`src/rtl/hpc_pkg.sv`:
```
package hpc_pkg;

    typedef enum logic [1:0] {
        WK_CFG   = 2'd0,
        WK_BASE  = 2'd1,
        WK_LIMIT = 2'd2,
        WK_MODE  = 2'd3
    } wr_kind_e;

    localparam logic [1:0] PRIV_USER  = 2'd0;
    localparam logic [1:0] PRIV_SUPER = 2'd1;
    localparam logic [1:0] PRIV_MACH  = 2'd3;

    localparam logic [1:0] ACC_READ  = 2'd0;
    localparam logic [1:0] ACC_WRITE = 2'd1;

    // Stored form of one entry's configuration byte
    typedef struct packed {
        logic lock;
        logic monly;
        logic x;
        logic w;
        logic r;
    } ecfg_t;

    function automatic ecfg_t cfg_from_byte(input logic lock_bit,
                                            input logic [3:0] low_bits,
                                            input logic keep_m);
        ecfg_t c;
        c.lock  = lock_bit;
        c.monly = low_bits[3] & keep_m;
        c.x     = low_bits[2];
        c.w     = low_bits[1];
        c.r     = low_bits[0];
        return c;
    endfunction

    function automatic logic [7:0] cfg_to_byte(input ecfg_t c);
        return {c.lock, 3'b000, c.monly, c.x, c.w, c.r};
    endfunction

endpackage

```
`src/rtl/hpc_regs.sv`:
```
module hpc_regs
    import hpc_pkg::*;
#(
    parameter int NUM      = 4,
    parameter int AW       = 32,
    parameter bit HAS_MBIT = 1'b1,
    parameter int IW       = (NUM > 1) ? $clog2(NUM) : 1
) (
    input  logic                     clk,
    input  logic                     rst_n,
    input  logic                     wr_en,
    input  logic [1:0]               wr_priv,
    input  logic [1:0]               wr_kind,
    input  logic [IW-1:0]            wr_idx,
    input  logic [AW-1:0]            wr_data,
    output ecfg_t [NUM-1:0]          cfg_o,
    output logic [NUM-1:0][AW-1:0]   base_o,
    output logic [NUM-1:0][AW-1:0]   limit_o,
    output logic                     lockdown_o
);

    typedef struct packed {
        ecfg_t [NUM-1:0]         cfg;
        logic [NUM-1:0][AW-1:0]  base;
        logic [NUM-1:0][AW-1:0]  limit;
        logic                    lockdown;
    } state_t;

    state_t   s_d, s_q;
    wr_kind_e kind;
    logic     mach_wr;
    logic     idx_ok;

    assign kind    = wr_kind_e'(wr_kind);
    assign mach_wr = wr_en && (wr_priv == PRIV_MACH);
    assign idx_ok  = (int'(wr_idx) < NUM);

    always_comb begin
        s_d = s_q;
        if (mach_wr) begin
            if (kind == WK_MODE) begin
                if (wr_data[0]) begin
                    s_d.lockdown = 1'b1;
                end
            end else if (idx_ok && !s_q.cfg[wr_idx].lock) begin
                unique case (kind)
                    WK_CFG:   s_d.cfg[wr_idx]   = cfg_from_byte(wr_data[7], wr_data[3:0], HAS_MBIT);
                    WK_BASE:  s_d.base[wr_idx]  = wr_data;
                    WK_LIMIT: s_d.limit[wr_idx] = wr_data;
                    default:  ;
                endcase
            end
        end
    end

    always_ff @(posedge clk or negedge rst_n) begin
        if (!rst_n) begin
            s_q <= '0;
        end else begin
            s_q <= s_d;
        end
    end

    assign cfg_o      = s_q.cfg;
    assign base_o     = s_q.base;
    assign limit_o    = s_q.limit;
    assign lockdown_o = s_q.lockdown;

    AST_MODE_STICKY: assert property (@(posedge clk) disable iff (!rst_n)
        s_q.lockdown |=> s_q.lockdown)
        else $error("lockdown flag cleared");

    AST_LOWPRIV_WRITE_DROPPED: assert property (@(posedge clk) disable iff (!rst_n)
        (wr_en && (wr_priv != PRIV_MACH)) |=> $stable(s_q))
        else $error("non-machine write changed state");

    for (genvar g = 0; g < NUM; g++) begin : g_lock_chk
        AST_LOCKED_ENTRY_FROZEN: assert property (@(posedge clk) disable iff (!rst_n)
            s_q.cfg[g].lock |=> ($stable(s_q.cfg[g]) && $stable(s_q.base[g]) && $stable(s_q.limit[g])))
            else $error("locked entry changed");
    end

endmodule

```
`config.mk`:
```
export PLATFORM = sky130hd
export DESIGN_NAME = hpc_regs
export DESIGN_NICKNAME = d
export VERILOG_FILES = /design/src/rtl/hpc_pkg.sv /design/src/rtl/hpc_regs.sv
export SDC_FILE = /design/constraint.sdc
export NUM_CORES = 1
export LEC_CHECK = 0
export ABC_CLOCK_PERIOD_IN_PS = 1400
export BUFFER_PORTS_ARGS = -buffer_cell sky130_fd_sc_hd__buf_2
export CAP_MARGIN = 20
export CORE_MARGIN = 2
export CORE_UTILIZATION = 39
export DETAILED_ROUTE_END_ITERATION = 8
export GPL_ROUTABILITY_DRIVEN = 0
export GPL_TIMING_DRIVEN = 1
export HOLD_SLACK_MARGIN = 0.06
export PLACE_DENSITY = 0.68
export REMOVE_ABC_BUFFERS = 1
export SYNTH_ARGS = -nofsm -noshare
export SYNTH_HDL_FRONTEND = slang
export SYNTH_SLANG_ARGS = --single-unit
```
`constraint.sdc`:
```
create_clock -name clk -period 1.4 [get_ports clk]
set_input_delay 0.07 -clock clk [delete_from_list [all_inputs] [get_ports clk]]
set_output_delay 0.07 -clock clk [all_outputs]
set_load 0.05 [all_outputs]
```
==> reports/qor.yml <==
status: "finished with violations"
violations: "setup timing"
die-area_um2: 28600
yosysTopAreaCell: "dfrtp_1"
die_w_um: 169
crit_path_top_delay_cell: "dfrtp_1"
synthArstFlopShare: 1.00
grt_pass1_wl_um: 42100
antenna_left: 0
drtPass1Iterations: 4
die_h_um: 169
grt_pass1_vias: 7013
grt_start_max_net_pins: 64
place_hpwl_um: 18400
boundaryPins: 318
yosysWarnings: 0
path_delay_family: "flip-flops"
rsz0062_at_grt: "true"
cp-start-kind: "register"
max-slew-margin-rel: 0.634
fmax_mhz: 707
finalHoldViolCount: 0
wl_um: 27400
path_cells: "and4b_2, buf_12, mux2_4"
irDropWorstVdd_mv: 1.04
clk_pin_slew_ps: 60
coreArea_um2: 26900
grt-ovfl-total: 0
drive_gt1_frac: 0.665
p_per_area_nw_per_um2: 1690
drv_slew: 0
ctsLongestPathBuffers: 3
cts_tree: "yes"
wl_per_cell_um: 19.9
required_ps: 1820
synthTopCellsByArea: "dfrtp_1 65%, mux2_2 21%, mux2_4 8.5%"
yosysTopAreaCellShare: 0.651
synth.most_common_cell: "dfrtp_1"
worst_pin_slew_ps: 550
ys_seq_area_frac: 0.651
synth_edf_count: 0
path_max_fanout: 18
avgSynthCellArea_um2: 17.5
period_needed_ps: 1410
end_kind: "register"
nets: 1053
setup_slack_ps: -14.0
p_leak_uw: 0.00790
routed_via_density: 4.86
finalClockSkew_ps: 11.4
vias: 6696
path_buf_inv: 1
root_buffer: "clkbuf_16"
clock_sinks: 277
setup_violations: 7
synth_cell_types: 22
synth-main-ff-cell: "dfrtp_1"
cpPeakStageDelay_ps: 390
grt_use_total: 0.189
numCtsBuffers: 30
postCtsSetupRepairBufs: 0
synth_seq_cells: 277
h-tree-depth: 1
clk-insertion-delay-late_ps: 550
antenna_found_initial: 1
syn_area_um2: 10600
port_buffers: 317
initial_core_util: 0.396
synth_common_cells: "277 x dfrtp_1, 198 x mux2_2, 60 x mux2_4, 19 x buf_2, 14 x mux2_1"
drtIter0Drc: 301
synthCells: 610
num_rows: 60
arrival_ps: 1830
max_cap_violations: 0
drc: 0
fin_tns_setup_ps: -26.5
critPathKind: "register to register"
holdWs_ps: 83.8
n_fill_cell: 2206
fin_crit_sh: 1.01
hp-class: "input port to async pin"
syn_to_final_growth_pct: 36.0
[timing repair]
action | CTS | global route
gates resized for setup | 9 | 10
pin swaps | 0 | 2
endpoints found under the hold margin | 554 | 0
hold buffers | 40 | 0
endpoints found under the setup margin | 143 | 104
[metrics by stage]
stage           util  setup WS, ps  cells  total power [uW]  instance area, um^2
4_1_cts        0.537         -7.49   1377             24600                14400
3_3_place_gp   0.484          -134   1281             16400                13000
2_1_floorplan      -         -1140    576             14600                10400
6_report       0.539         -14.0   1378             24400                14500
3_5_place_dp   0.484          -149   1281             16500                13000
5_1_grt        0.539         -50.7   1378             25300                14500
[routing by layer]
metal | GRT usage | wire [um] | vias to the layer above
li1 | - | - | 2982
met5 | 0 | 5 | -
met2 | 0.310 | 13000 | 238
met3 | 0.0513 | 1820 | 54
met1 | 0.244 | 11700 | 3420
met4 | 0.0606 | 773 | 2
[final cells by class]
cell class	count	area, um^2	share of cell area
clock inverters	9	51.3	0.00354
repair buffers	404	2540	0.176
diodes	1	2.50	0.000173
flip-flops and latches	277	6930	0.479
clock buffers	47	966	0.0667
multi-input cells	299	3550	0.245
well taps	341	427	0.0295
[power by group]
part	switching, uW	leakage (uW)	internal [uW]	total (uW)
Sequential	545	0.00368	9070	9620
Clock	3200	0.000511	4710	7910
Combinational	5030	0.00371	1830	6860
Total	8770	0.00790	15600	24400
[state kept, by name, summed over array words and instances (netlist names)]
name	cells
base_o	128
limit_o	128
cfg_o	20
lockdown_o	1
[placed cells by master, fill, tap and decap left out, types with 2 or more instances in the layout]
cell type / n
mux2_2: 194
buf_4: 34
dfrtp_1: 277
clkbuf_1: 3
a21o_1: 2
clkinv_2: 7
nand4b_1: 2
mux2_1: 14
and4b_2: 2
a41o_1: 2
nand4b_2: 2
buf_2: 312
dlygate4sd3_1: 40
buf_12: 14
clkbuf_16: 31
mux2_4: 64
nand3_2: 6
clkbuf_8: 13
buf_6: 2
[final timing paths]
check                      depth (start not counted)  startpoint  slack [ps]          end
min                                                2       rst_n          80    base_o[9]
max                                                3    cfg_o[9]         -10   base_o[61]
min in group clk                                   4  wr_kind[0]         120     cfg_o[9]
max in group asynchronous                          3       rst_n         690  base_o[122]
max reg2reg                                        3    cfg_o[9]         -10   base_o[61]
min reg2reg                                        1  base_o[70]         480   base_o[70]
[cells by family (layout without fill, tap and decap cells)]
kind of cell,after synthesis,count (layout),synth area share
and+or+nand+nor,22,22,0.0150
other,0,1,0
buffers and inverters,34,460,0.0209
muxes,272,272,0.309
DFF,277,277,0.651
AOI/OAI and AO/OA,5,5,0.00400
[worst reg2reg max path: cells and delay by family (launching register included)]
| family | cells | cell delay (ps) |
|---|---|---|
| flops | 1 | 390 |
| simple gates | 1 | 360 |
| mux | 1 | 340 |
| buf+inv | 1 | 210 |
No activity file was read; power rests on OpenSTA's default activity.
